File: config.mk
export PLATFORM = sky130hd
export DESIGN_NAME = gpio_setclr_regs
export DESIGN_NICKNAME = d
export VERILOG_FILES = /design/src/rtl/gpio_setclr_regs.sv
export SDC_FILE = /design/constraint.sdc
export NUM_CORES = 1
export LEC_CHECK = 0
export BUFFER_PORTS_ARGS = -buffer_cell sky130_fd_sc_hd__buf_4
export CAP_MARGIN = 20
export CORE_UTILIZATION = 50
export CTS_CLUSTER_SIZE = 25
export DETAILED_ROUTE_END_ITERATION = 8
export PLACE_DENSITY = 0.79
export SLEW_MARGIN = 20
export SYNTH_ARGS = -nofsm -noshare
export SYNTH_HDL_FRONTEND = slang
export SYNTH_SLANG_ARGS = --single-unit
export TNS_END_PERCENT = 30
File: constraint.sdc
create_clock -name clk -period 1 [get_ports clk]
set_clock_uncertainty 0.1 [all_clocks]
set_input_delay 0.05 -clock clk [delete_from_list [all_inputs] [get_ports clk]]
set_output_delay 0.05 -clock clk [all_outputs]
set_load 0.005 [all_outputs]
File: src/rtl/gpio_setclr_regs.sv
module gpio_setclr_regs #(
  parameter int LINES  = 32,
  parameter int ADDR_W = 8
) (
  input  logic              clk,
  input  logic              rst_n,
  input  logic [ADDR_W-1:0] bus_addr,
  input  logic              bus_wr,
  input  logic [31:0]       bus_wdata,
  input  logic              bus_rd,
  output logic [31:0]       bus_rdata,
  input  logic [31:0]       pin_in,
  output logic [31:0]       pin_out,
  output logic [31:0]       pin_oe
);
  localparam logic [32:0] SPAN  = (33'd1 << LINES) - 33'd1;
  localparam logic [31:0] LMASK = SPAN[31:0];

  localparam logic [ADDR_W-1:0] A_OUT_SET = ADDR_W'('h00);
  localparam logic [ADDR_W-1:0] A_OUT_CLR = ADDR_W'('h04);
  localparam logic [ADDR_W-1:0] A_DIR_SET = ADDR_W'('h10);
  localparam logic [ADDR_W-1:0] A_DIR_CLR = ADDR_W'('h14);
  localparam logic [ADDR_W-1:0] A_DIR_ST  = ADDR_W'('h18);
  localparam logic [ADDR_W-1:0] A_EXT     = ADDR_W'('h80);

  logic [31:0] dout_q, dir_q, sync1_q, sync2_q, rdata_q, rd_mux, wmask;

  assign wmask = bus_wdata & LMASK;

  always_ff @(posedge clk or negedge rst_n) begin
    if (!rst_n) begin
      dout_q <= '0;
      dir_q  <= '0;
    end else if (bus_wr) begin
      case (bus_addr)
        A_OUT_SET: dout_q <= dout_q | wmask;
        A_OUT_CLR: dout_q <= dout_q & ~wmask;
        A_DIR_SET: dir_q  <= dir_q | wmask;
        A_DIR_CLR: dir_q  <= dir_q & ~wmask;
        default: ;
      endcase
    end
  end

  always_ff @(posedge clk or negedge rst_n) begin
    if (!rst_n) begin
      sync1_q <= '0;
      sync2_q <= '0;
    end else begin
      sync1_q <= pin_in & LMASK;
      sync2_q <= sync1_q;
    end
  end

  always_comb begin
    case (bus_addr)
      A_DIR_ST: rd_mux = dir_q;
      A_EXT:    rd_mux = sync2_q;
      default:  rd_mux = '0;
    endcase
  end

  always_ff @(posedge clk or negedge rst_n) begin
    if (!rst_n) rdata_q <= '0;
    else        rdata_q <= bus_rd ? rd_mux : '0;
  end

  assign pin_out   = dout_q;
  assign pin_oe    = dir_q;
  assign bus_rdata = rdata_q;


  out_set_chk: assert property (@(posedge clk) disable iff (!rst_n)
    (bus_wr && bus_addr == A_OUT_SET) |=>
      ((pin_out & $past(wmask)) == $past(wmask)) &&
      ((pin_out & ~$past(wmask)) == ($past(pin_out) & ~$past(wmask))));


  out_clr_chk: assert property (@(posedge clk) disable iff (!rst_n)
    (bus_wr && bus_addr == A_OUT_CLR) |=>
      ((pin_out & $past(wmask)) == 32'd0) &&
      ((pin_out & ~$past(wmask)) == ($past(pin_out) & ~$past(wmask))));


  dir_set_chk: assert property (@(posedge clk) disable iff (!rst_n)
    (bus_wr && bus_addr == A_DIR_SET) |=>
      ((pin_oe & $past(wmask)) == $past(wmask)));


  dir_clr_chk: assert property (@(posedge clk) disable iff (!rst_n)
    (bus_wr && bus_addr == A_DIR_CLR) |=> ((pin_oe & $past(wmask)) == 32'd0));


  out_hold_chk: assert property (@(posedge clk) disable iff (!rst_n)
    !(bus_wr && (bus_addr == A_OUT_SET || bus_addr == A_OUT_CLR)) |=> $stable(pin_out));


  dir_hold_chk: assert property (@(posedge clk) disable iff (!rst_n)
    !(bus_wr && (bus_addr == A_DIR_SET || bus_addr == A_DIR_CLR)) |=> $stable(pin_oe));


  dir_read_chk: assert property (@(posedge clk) disable iff (!rst_n)
    (bus_rd && bus_addr == A_DIR_ST) |=> bus_rdata == $past(pin_oe));


  idle_read_chk: assert property (@(posedge clk) disable iff (!rst_n)
    !bus_rd |=> bus_rdata == 32'd0);


  upper_zero_chk: assert property (@(posedge clk) disable iff (!rst_n)
    ((pin_out | pin_oe | bus_rdata) & ~LMASK) == 32'd0);
endmodule

==> metrics.md, run 1 <==
| Metric | Value |
|---|---|
| Status | `finished, violations left` |
| Failing checks | `negative hold slack, negative setup slack` |
| Max-cap violations | `0` |
| # IOs | `between 150 and 200` |
| Root buffer cell | `clkbuf_8` |
| Largest net degree at the start of global routing | `37` |
| CP Launch Type | `flop` |
| VDD IR-drop max | `~1100 µV` |
| R2r setup slk | `-160 ps` |
| P_leak | `between 0.004 and 0.005 µW` |
| Post-Syn Instances | `roughly 370` |
| Int Power | `roughly 12000 µW` |
| Total GRT Usage | `34.9%` |
| Final Cycle Share | `126%` |
| Worst slew pin tran | `approximately 370 ps` |
| Final Max Tran Viols | `0` |
| Distinct cell type count after synthesis | `13` |
| Post-DP HPWL | `9.27 mm` |
| Initial antenna violation count | `1` |
| Placed cells | `660` |
| Inserted Diodes | `0` |
| TritonCTS clock tree | `yes` |
| First-pass GRT wire length | `28.5 mm` |
| Core ar. | `10400 µm²` |
| Worst setup margin | `-264 ps` |
| Clock buffer depth | `2` |
| Post-synthesis sequential area ratio | `74.4%` |
| Total Nets Final | `approximately 730` |
| Pre-antenna DRT Iters | `6` |
| Number of global-route vias before repair | `slightly above 5000` |
| Iter 0 DRT Violations | `roughly 380` |
| Met1 Usage GRT | `between 40 and 50%` |
| Clk pwr share | `a little over two fifths` |
| Initial core utilization | `between 50 and 60%` |
| Vias per inst | `6.21` |
| CP delay by family, top | `flip-flops` |
| CTS Hold Bufs | `65` |
| Die footprint | `between 10000 and 15000 µm²` |
| PortBufs | `about 170` |
| Grt total ovfl | `0` |
| FP Rows | `37` |
| Slowest CP cell | `dfrtp_1` |
| Final hold slack | `-150 ps` |
| Vias | `between 4000 and 5000` |
| FF/Latch Area | `between 4000 and 5000 µm²` |
| Arrival @ worst endpoint | `around 1100 ps` |
| Met2 Track Usage GR | `between 60 and 70%` |
| Slew margin rel. | `between 70 and 80%` |
| Endpoints failing hold | `17` |
| Clk sinks | `160` |
| PwrDens | `about 1800 nW/µm²` |
| CP Cell Sequence | `buf_6` |
| Share of layout cells above drive strength 1 | `about 43%` |
| Worst EP required | `~850 ps` |
| WL/cell | `25.3 µm` |
| Switching Power | `approximately 3800 µW` |
| Worst-path clk slew | `about 70 ps` |
| Comb power frac | `between 10% and 20%` |
| WP buf/inv | `1` |
| H-tree Lvls | `4` |
| Total CTS buffers | `17` |
| Final WL | `just over 20 mm` |
| HP Class | `in -> async` |
| Sequential share of power | `between 40% and 50%` |
| RSZ-0062 raised after global routing | `true` |
| Die height | `106 µm` |
| Critical path peak fanout | `2` |
| Non-Filler Instances | `around 800` |
| Flops & latches, synth | `160` |
| Synth-to-Final Area Change | `69.6%` |
| Antenna violation net count after detailed routing | `0` |
| Final count of negative-setup-slack endpoints | `126` |
| Yosys warns | `0` |
| GR Layer Usage met3 | `under 10%` |
| Post-synthesis cell area | `approximately 5400 µm²` |
| Die W | `~110 µm` |
| Gpl congestion | `about 0.8` |
| Syn_nets | `between 400 and 500` |
| Most common cell after layout, fill and taps aside | `dfrtp_1` |
| CP endpoint kind | `primary output` |
| Fill count | `411` |
| Multi-input combinational cell area | `approximately 1400 µm²` |
| Sw Share | `a little under a quarter` |
| Largest stage delay, worst path | `440 ps` |
| Maximum clock rate | `0.791 GHz` |
| Crit path kind | `reg -> out` |
| Grt peak-use layer | `met2` |
| Drt drc | `0` |
| Avg Synthesized Cell Area | `approximately 15 µm²` |
| Clock latency on the worst-skew pair | `between 500 and 600 ps` |
| Fin crit period | `roughly 1300 ps` |
| Most frequent cells in the layout | `159 x dfrtp_1, 121 x buf_4, 113 x a31oi_1` |
## logic make-up (layout without fill, tap and decap cells)
group	after synthesis	after routing	share of synthesized area, %
compound gates	160	160	20.1
buf+inv	36	334	3.56
flops	160	160	74.4
simple gates	11	11	1.91
## final cells by class
cell class / instances / area share [%]
Multi-Input combinational cell: 171 / 15.0
Tap cell: 136 / 1.87
Clock buffer: 21 / 5.03
Sequential cell: 160 / 43.9
Timing Repair Buffer: 302 / 32.3
Clock inverter: 11 / 1.96
## metal layers
layer	routed length (µm)	share of wire, %
met1	6930	34
met4	781	3.9
met2	11000	54
met3	1570	7.8
met5	13	0.064
## Yosys cell counts, drive strengths merged
cell type	number	area, µm²
nor3	1	5.00
a31oi	128	801
a22o	32	280
clkbuf	9	33.8
nor4b	4	50.1
and2	3	18.8
nor4	1	12.5
buf	27	158
dfrtp	160	4000
and3	1	6.26
and4b	1	10.0
## stage by stage
stage / TNS (ps) / utilization (%) / setup slack [ps] / instance area [µm²] / total power (µW)
after floorplan: -9940 / - / -119 / 5480 / 7400
after global placement: -29080 / 67.0 / -337 / 6950 / 8290
after detailed placement: -34990 / 67.0 / -444 / 6950 / 8360
after CTS: -20600 / 84.9 / -268 / 8810 / 15700
after global routing: -26110 / 88.0 / -312 / 9120 / 16500
final: -21950 / 88.0 / -264 / 9120 / 16100
## timing repair
action                                  CTS  global route
gates cloned                              0             0
buffers inserted                         27            17
resized for setup                        97            29
endpoints found under the setup margin   96           135
hold endpoints to repair                256            17
pin swaps                                 0             5
## path summary, 6_finish.rpt
path                                        from                         end  cells after the start
max                                         flop                  pin_oe[30]                      1
min in group clk                     bus_addr[4]                        flop                      5
max in group asynchronous                  rst_n  asynchronous set/reset pin                      3
min                                        rst_n      bus_rdata[0]$_DFF_PN0_                      2
min reg2reg                sync1_q[27]$_DFF_PN0_       sync2_q[27]$_DFF_PN0_                      0
max reg2reg                                 flop                        flop                      4
## power groups by stage
stage / clock (µW) / combinational (µW) / sequential, µW
floorplan: 0 / 296 / 7110
global placement: 0 / 1150 / 7140
detailed placement: 0 / 1200 / 7160
CTS: 6940 / 1720 / 7060
global route: 7290 / 2120 / 7110
finish: 6970 / 2010 / 7100
Power figures use the tool's default switching activity.
==> inputs of run 2 (changes only) <==
--- a/config.mk
+++ b/config.mk
@@ -5,12 +5,13 @@
 export SDC_FILE = /design/constraint.sdc
 export NUM_CORES = 1
 export LEC_CHECK = 0
+export ABC_AREA = 1
 export BUFFER_PORTS_ARGS = -buffer_cell sky130_fd_sc_hd__buf_4
 export CAP_MARGIN = 20
-export CORE_UTILIZATION = 50
+export CORE_UTILIZATION = 52
 export CTS_CLUSTER_SIZE = 25
 export DETAILED_ROUTE_END_ITERATION = 8
-export PLACE_DENSITY = 0.79
+export PLACE_DENSITY = 0.84
 export SLEW_MARGIN = 20
 export SYNTH_ARGS = -nofsm -noshare
 export SYNTH_HDL_FRONTEND = slang
==> run 2 against run 1 <==
The flow still finishes with violations (negative hold slack, negative setup slack). Global-route usage is 0.82 points higher. Clock power decreased by 12%. Utilization is 3.0 points lower. Cell count is 32% higher. Register-to-register slack improved by 30 ps. Sequential cell count unchanged. Setup slack better by 110 ps. Combinational power shrank 7%. Count of clock-buffer cells in the layout up 2. Critical path depth stayed put. Critical path type unchanged. Largest power group unchanged.
==> metrics.md, run 2 <==
| Metric | Value |
|---|---|
| P_leak | `about 0.005 µW` |
| Most common cell in the netlist | `dfrtp_1` |
| Slew margin rel. | `72.9%` |
| RSZ-0062 raised after global routing | `true` |
| Root buffer cell | `clkbuf_16` |
| Drt drc | `0` |
| Worst slew pin tran | `407 ps` |
| Most common cell after layout, fill and taps aside | `dfrtp_1` |
| EDFF count, synth | `0` |
| CP Cell Sequence | `buf_6` |
| Die W | `110 µm` |
| Largest stage delay, worst path | `~430 ps` |
| Final Power | `about 15000 µW` |
| Final Cycle Share | `115%` |
| Failing checks | `negative hold slack, negative setup slack` |
| Reg2reg path depth | `4` |
| Core ar. | `about 11000 µm²` |
| PortBufs | `~170` |
| Post-synth top flop | `dfrtp_1` |
| Initial antenna violation count | `0` |
| Post-place instance area | `between 7000 and 8000 µm²` |
| Synth cell count leaders | `160 x dfrtp_1, 137 x nand2_1, 64 x nand3_1, 64 x nor2_1, 49 x o21ai_0` |
| First-pass GRT wire length | `between 30 and 40 mm` |
| Slowest CP cell | `dfrtp_1` |
| Comb power frac | `between 10 and 15%` |
| WL/cell | `19.5 µm` |
| Grt total ovfl | `0` |
| Post-synthesis cell area | `about 6000 µm²` |
| FF/Latch Area | `between 4000 and 5000 µm²` |
| Endpoints failing hold | `4` |
| Clk sinks | `160` |
| HP Class | `in -> async` |
| Clk pwr share | `around two fifths` |
| Share of layout cells above drive strength 1 | `between 30% and 40%` |
| CP endpoint kind | `primary output` |
| Arrival @ worst endpoint | `1000 ps` |
| Setup TNS | `-9480 ps` |
| Final hold slack | `-4.41 ps` |
| Syn_nets | `slightly below 700` |
| Die height | `approximately 110 µm` |
| Pre-antenna DRT Iters | `5` |
| Distinct cell type count after synthesis | `18` |
| Sequential share of power | `~47%` |
| Clock latency on the worst-skew pair | `about 430 ps` |
| Post-DP HPWL | `10.7 mm` |
| Yosys top cell area share | `66.3%` |
| Switching Power | `3630 µW` |
| Final WL | `between 20 and 25 mm` |
| Async set-reset flop share out of synthesis | `between 90% and 100%` |
| Multi-input combinational cell area | `~1700 µm²` |
| PwrDens | `roughly 1600 nW/µm²` |
| Fin crit period | `~1200 ps` |
| Total GRT Usage | `between 30% and 40%` |
| Final Max Tran Viols | `0` |
| Worst setup margin | `-152 ps` |
| Initial core utilization | `between 50% and 60%` |
| Sw Share | `24.1%` |
| VDD IR-drop max | `~1500 µV` |
| WP depth | `1` |
| # IOs | `172` |
| Worst EP required | `around 850 ps` |
| Maximum clock rate | `roughly 0.87 GHz` |
| R2r setup slk | `-130 ps` |
| Gpl congestion | `~0.85` |
| H-tree Lvls | `4` |
| Total Nets Final | `just under 1000` |
| Iter 0 DRT Violations | `520` |
| Total CTS buffers | `17` |
| Post-Syn Instances | `605` |
| Status | `finished, violations left` |
| Largest net degree at the start of global routing | `36` |
| Fill count | `between 500 and 600` |
| Int Power | `11400 µW` |
| Avg Synthesized Cell Area | `9.99 µm²` |
| WP buf/inv | `1` |
| Yosys warns | `0` |
| Critical path peak fanout | `2` |
| Clock buffer depth | `2` |
| Most frequent cells in the layout | `160 x dfrtp_1, 136 x nand2_1, 122 x buf_4` |
| Vias | `around 5800` |
| FP Rows | `39` |
| Flops & latches, synth | `between 150 and 200` |
| CP delay by family, top | `flip-flops` |
| Largest cells by area after synthesis | `dfrtp_1 66%, nand2_1 8.5%, nand3_1 5.3%` |
| Die footprint | `roughly 12000 µm²` |
| CP Launch Type | `flop` |
| Final count of negative-setup-slack endpoints | `roughly 100` |
| Final Instance Area | `between 9000 and 10000 µm²` |
| Vias per inst | `around 5.5` |
| TritonCTS clock tree | `yes` |
| Number of global-route vias before repair | `a little over 6000` |
| Synth-to-Final Area Change | `59.8%` |
| Worst-path clk slew | `~70 ps` |
| Max-cap violations | `0` |
| Crit path kind | `reg -> out` |
| Antenna violation net count after detailed routing | `0` |
| Post-synthesis sequential area ratio | `66.3%` |
| Leading area contributor after synthesis | `dfrtp_1` |
run 2: changes by cell type in the layout (fill, tap and decap cells not counted), moves of 26 or more:
cell,before,now
inv_1,0,37
nor2_1,0,63
nand3_1,0,60
a22o_1,32,0
nand2_1,0,136
a21oi_1,0,26
a31oi_1,113,0
o21ai_0,0,47
run 2: path summary, 6_finish.rpt:
| kind | startpoint | end |
|---|---|---|
| min | rst_n | bus_rdata[10]$_DFF_PN0_ |
| max in group asynchronous | rst_n | sync2_q[5]$_DFF_PN0_ |
| max | flop | pin_oe[7] |
| min reg2reg | sync1_q[29]$_DFF_PN0_ | sync2_q[29]$_DFF_PN0_ |
| min in group clk | bus_addr[3] | flop |
| max reg2reg | flop | flop |
run 2: what timing repair did:
item | in CTS | in global routing
hold endpoints to repair | 273 | 0
pin swaps | 0 | 4
gates resized for setup | 96 | 19
hold buffers | 66 | 0
setup buffers | 25 | 10
endpoints found under the setup margin | 96 | 105
cloned | 0 | 1
run 2: final cells by class:
class | count | area share, %
Sequential cell | 160 | 41.5
Timing Repair Buffer | 306 | 31.7
Multi-Input combinational cell | 373 | 17.7
Clock buffer | 23 | 4.84
Tap cell | 143 | 1.85
Inverter | 41 | 1.59
Clock inverter | 9 | 0.868
Antenna cell | 1 | 0.0259
run 2: per-layer routing:
| metal | wire (µm) | GRT usage, % | up-vias |
|---|---|---|---|
| met5 | 0 | 0 | - |
| met4 | 1290 | 25.4 | 0 |
| met3 | 1370 | 8.30 | 114 |
| met2 | 11000 | 64.1 | 391 |
| met1 | 7010 | 36.4 | 2798 |
| li1 | - | - | 2525 |
run 2: logic make-up after synthesis:
kind of cell | Yosys count | synth area share [%]
AND/OR/NAND/NOR | 277 | 19.3
flip-flops | 160 | 66.3
buffers and inverters | 72 | 6.46
AO/OA/AOI/OAI | 96 | 7.95
run 2: power by group through the flow:
| stage | combinational (µW) | clock [µW] | sequential, µW |
|---|---|---|---|
| 6_report | 1860 | 6140 | 7060 |
| 5_1_grt | 1990 | 6440 | 7080 |
| 4_1_cts | 1700 | 6080 | 7050 |
| 3_5_place_dp | 1210 | 0 | 7140 |
| 3_3_place_gp | 1160 | 0 | 7130 |
| 2_1_floorplan | 312 | 0 | 7100 |
run 2: metrics by stage:
step,hold slack [ps],setup slack [ps],util [%],cells
global placement,-123,-242,67.9,921
CTS,7.69,-141,83.4,1044
floorplan,-346,-4.10,-,605
detailed placement,-120,-325,67.9,921
finish,-4.41,-152,85.0,1056
global route,32.3,-179,84.9,1055
